File: src/rtl/irq_aggregator.sv
module irq_aggregator #(
  parameter int IDLE_CYCLES = 180000,
  localparam int CW = $clog2(IDLE_CYCLES + 1)
) (
  input  logic       clk,
  input  logic       rst_n,
  input  logic       reg_wr,
  input  logic [1:0] reg_addr,
  input  logic [7:0] reg_wdata,
  output logic [7:0] reg_rdata,
  input  logic [1:0] ep_rx_done,
  input  logic [1:0] ep_tx_done,
  input  logic [1:0] rd_done,
  input  logic [1:0] wr_done,
  input  logic       ata_evt,
  input  logic       setup_evt,
  input  logic       bulk_nak_evt,
  input  logic       bus_evt_pending,
  input  logic       xfer_done_flag,
  input  logic       bus_idle,
  input  logic       auto_mode,
  input  logic [1:0] wr_hw_clr,
  output logic       irq0,
  output logic       irq1,
  output logic [1:0] nak_rx,
  output logic [1:0] nak_tx
);
  localparam logic [7:0] KEEP0 = 8'h5F;
  localparam logic [7:0] KEEP1 = 8'h9F;

  logic [7:0] sa_q, sb_q, ma_q, mb_q;
  logic       resetup_q;
  logic [CW-1:0] idle_cnt;
  logic       idle_hit;

  wire wr_sa = reg_wr && reg_addr == 2'd0;
  wire wr_ma = reg_wr && reg_addr == 2'd1;
  wire wr_sb = reg_wr && reg_addr == 2'd2;
  wire wr_mb = reg_wr && reg_addr == 2'd3;
  wire dup_setup = setup_evt && sa_q[6];

  wire [7:0] set_a = {3'b000, ata_evt, rd_done, ep_tx_done[0], ep_rx_done[0]};
  wire [7:0] set_b = {bulk_nak_evt, 2'b00, idle_hit, wr_done, ep_tx_done[1], ep_rx_done[1]};
  wire [7:0] clr_a = wr_sa ? reg_wdata : 8'h00;
  wire [7:0] clr_b = (wr_sb ? reg_wdata : 8'h00) | {4'h0, wr_hw_clr & {2{auto_mode}}, 2'b00};

  logic [7:0] sa_d;
  always_comb begin
    sa_d = ((sa_q & ~clr_a) | set_a) & KEEP0;
    if (dup_setup) sa_d[6] = 1'b0;
    else if (setup_evt || resetup_q) sa_d[6] = 1'b1;
  end

  assign idle_hit = bus_idle && idle_cnt == CW'(IDLE_CYCLES - 1);

  always_ff @(posedge clk or negedge rst_n) begin
    if (!rst_n) begin
      sa_q      <= 8'h0C;
      sb_q      <= 8'h00;
      ma_q      <= 8'hFF;
      mb_q      <= 8'hFF;
      resetup_q <= 1'b0;
      idle_cnt  <= '0;
    end else begin
      sa_q      <= sa_d;
      sb_q      <= ((sb_q & ~clr_b) | set_b) & KEEP1;
      resetup_q <= dup_setup;
      if (wr_ma) ma_q <= reg_wdata;
      if (wr_mb) mb_q <= reg_wdata;
      if (!bus_idle) idle_cnt <= '0;
      else if (idle_cnt != CW'(IDLE_CYCLES)) idle_cnt <= idle_cnt + 1'b1;
    end
  end

  wire [7:0] view_a = {bus_evt_pending, sa_q[6], 1'b0, sa_q[4:0]};
  wire [7:0] view_b = {sb_q[7], 1'b0, xfer_done_flag, sb_q[4:0]};

  always_comb begin
    case (reg_addr)
      2'd0:    reg_rdata = view_a;
      2'd1:    reg_rdata = ma_q;
      2'd2:    reg_rdata = view_b;
      default: reg_rdata = mb_q;
    endcase
  end

  assign irq0   = |(view_a & ~ma_q);
  assign irq1   = |(view_b & ~mb_q);
  assign nak_rx = {sb_q[0], sa_q[0]};
  assign nak_tx = {sb_q[1], sa_q[1]};
endmodule


File: config.mk
export PLATFORM = sky130hd
export DESIGN_NAME = irq_aggregator
export DESIGN_NICKNAME = d
export VERILOG_FILES = /design/src/rtl/irq_aggregator.sv
export SDC_FILE = /design/constraint.sdc
export NUM_CORES = 1
export LEC_CHECK = 0
export ABC_CLOCK_PERIOD_IN_PS = 2300
export CORE_MARGIN = 2
export CORE_UTILIZATION = 35
export DETAILED_ROUTE_END_ITERATION = 10
export HOLD_SLACK_MARGIN = 0.15
export PLACE_DENSITY = 0.65
export REMOVE_ABC_BUFFERS = 1
export SYNTH_ARGS = -nofsm -noshare
export SYNTH_HDL_FRONTEND = slang
export SYNTH_SLANG_ARGS = --single-unit
File: constraint.sdc
create_clock -name clk -period 2.3 [get_ports clk]
set_input_delay 0.345 -clock clk [delete_from_list [all_inputs] [get_ports clk]]
set_output_delay 0.345 -clock clk [all_outputs]
set_load 0.1 [all_outputs]
==> flow_metrics.env <==
export IMPL_p_leak_uw=0.00128
export IMPL_period_needed_ns=2.11
export IMPL_fin_crit_sh=0.918
export IMPL_setup_viol=0
export IMPL_fp_dieW_um=87.3
export IMPL_diodes=0
export IMPL_seq_area_frac_synth=0.494
export IMPL_path_cells="clkdlybuf4s50_1 > mux4_2 > buf_12"
export IMPL_yosys_area_top_type="dfrtp_1"
export IMPL_pin_count=44
export IMPL_synth_cells_most_frequent="29 x dfrtp_1, 23 x nand2_1, 18 x dfstp_2, 18 x inv_1, 16 x mux2_2"
export IMPL_p_comb_frac=0.261
export IMPL_clk_path_buf_depth=2
export IMPL_htree_levels=2
export IMPL_port_buffers=43
export IMPL_final_hold_viol_count=0
export IMPL_p_int_uw=1520
export IMPL_sequentialPowerShare=0.450
export IMPL_clock_sinks=47
export IMPL_cts_tree="built"
export IMPL_crit_fanout=14
export IMPL_synth_cells=220
export IMPL_critPathLaunch="reg_addr[1]"
export IMPL_grt_usage=0.151
export IMPL_hold_class="in -> async"
export IMPL_drc=0
export IMPL_yosysMostFrequentCell="dfrtp_1"
export IMPL_syn_area_sq_um=2430
export IMPL_swShare=0.314
export IMPL_grt_pass1_vias=1817
export IMPL_drive_above_1_share=0.301
export IMPL_async_flop_share=1.00
export IMPL_r2r_end="idle_cnt[0]"
export IMPL_critPathArrivalTime_ns=1.77
export IMPL_cts_resized=0
export IMPL_fmax_mhz=474
export IMPL_setup_tns_ns=0
export IMPL_startpoint_type="primary input"
export IMPL_initial_utilization=0.359
export IMPL_cts_root_buf="clkbuf_8"
export IMPL_p_switching_uw=693
export IMPL_cts_setup_buffers=0
export IMPL_relSlewSlack=0.655
export IMPL_rrSetupSlack_ns=0.57
export IMPL_clk_latency_ns=0.31
export IMPL_dp_hpwl_um=3790
export IMPL_r2r_cells=4
export IMPL_first_pass_iters=4
export IMPL_worst_clock_skew_ns=0.0118
export IMPL_ir_drop_uv=244
export IMPL_synth_edf_count=0
export IMPL_vias=1768
export IMPL_path_buf_inv=2
export IMPL_power_density_nw_per_um2=698
export IMPL_worst_pin_slew_ns=0.516
export IMPL_syn_area_per_cell_sq_um=11.0
export IMPL_fp_row_count=30
export IMPL_crit_cells=3
export IMPL_max_stage_delay_ns=0.79
export IMPL_rsz0062_at_grt="no"
export IMPL_cp_top_family="buffers and inverters"
export IMPL_grt_max_degree=29
export IMPL_rr_startpoint="idle_cnt[6]"
export IMPL_pwr_share_clk=0.289
export IMPL_wl_um=5200
export IMPL_yosysWarnings=0
export IMPL_synth_seq_cells=47
export IMPL_grt_antenna_before_repair=0
export IMPL_drt_iter0_drc=81
export IMPL_die_y_um=87.3
export IMPL_routed_via_density=5.11
export IMPL_routedWlPerCell_um=15.0
export IMPL_cp_slowest_cell="clkdlybuf4s50_1"
export IMPL_crit_required_ns=1.96
export IMPL_cts_buffers_inserted=5
export IMPL_status="completed"
export IMPL_synthDistinctLibCells=47
export IMPL_synthFlopType="dfrtp_1"
export IMPL_core_area_sq_um=6760
export IMPL_synth_area_leaders="dfrtp_1 30%, dfstp_2 19%, mux2_2 7.4%"
export IMPL_die_area_sq_um=7610
export IMPL_grt_pass1_wl_um=8910
export IMPL_drv_cap=0
export IMPL_grt_remaining_overflow=0
export IMPL_finalMaxSlewViolations=0
export IMPL_syn_to_final_growth_pct=30.4
export IMPL_clk_pin_slew_ns=0.10
export IMPL_place_congestion=0.760
export IMPL_end_kind="output pin"
export IMPL_fin_nets=297
export IMPL_cts_hold_buffers_added=1
export IMPL_final_antenna_net_count=0
export IMPL_crit_type="in -> out"
export IMPL_power_uw=2210
export IMPL_synth_top_area_frac=0.299
## routing by layer
metal,vias to the layer above,wire (um),global-route usage
met2,43,2510,0.250
met3,2,278,0.0445
met5,-,0,0
li1,854,-,-
met1,869,2400,0.197
met4,0,19,0.0294
## power groups by stage
stage               combinational (uW)  clock (uW)  sequential [uW]
floorplan                          335           0             1010
global route                       611         693             1010
finish                             576         638              995
CTS                                583         652              994
detailed placement                 580           0             1010
global placement                   574           0             1010
## area by class of cell
type                            count  area [sq um]
Inverter                           18          67.6
Multi-Input combinational cell    146          1110
Tap cell                           80           100
Clock inverter                      3          47.5
Clock buffer                        5          68.8
Timing Repair Buffer               47           573
Sequential cell                    47          1200
Fill cell                         631          3590
## metrics by stage
step            util  cells  hold slack [ns]  setup WS (ns)  area (sq um)
2_1_floorplan      -    211           0.0494         -0.725          2370
3_3_place_gp   0.450    337            0.331          0.183          3040
3_5_place_dp   0.450    337            0.333          0.142          3040
4_1_cts        0.468    346            0.520          0.178          3160
5_1_grt        0.468    346            0.541          0.129          3160
6_report       0.468    346            0.511          0.189          3160
## worst max path at each step
stage / to / slack (ns)
floorplan: reg_rdata[6] / -0.72
global placement: reg_rdata[4] / 0.18
detailed placement: mb_q[5] / 0.14
CTS: reg_rdata[4] / 0.18
global route: reg_rdata[6] / 0.13
finish: reg_rdata[4] / 0.19
## cell families after synthesis
logic type,synth area share
adder cells (fa/ha/maj),0.0103
flip-flops,0.494
multiplexers,0.146
XOR/XNOR,0.0433
AND/OR/NAND/NOR,0.185
buffers and inverters,0.0490
AO/OA/AOI/OAI,0.0722
## flip-flops by register name, summed over array words and instances (netlist names)
register	count
mb_q	8
ma_q	8
idle_cnt	18
sb_q	6
resetup_q	1
sa_q	6
## cells in the final DEF, fill, tap and decap left out, types with 6 or more instances in the layout
cell type        instances
nand3_1                 10
inv_1                   18
nor2_1                  12
nor3_1                   9
buf_12                  12
mux2_2                  16
nand2_1                 23
dfrtp_1                 29
a21oi_1                  6
dfstp_2                 18
xnor2_1                 10
clkdlybuf4s50_1         28
mux4_2                   6
Power figures use the tool's default switching activity.
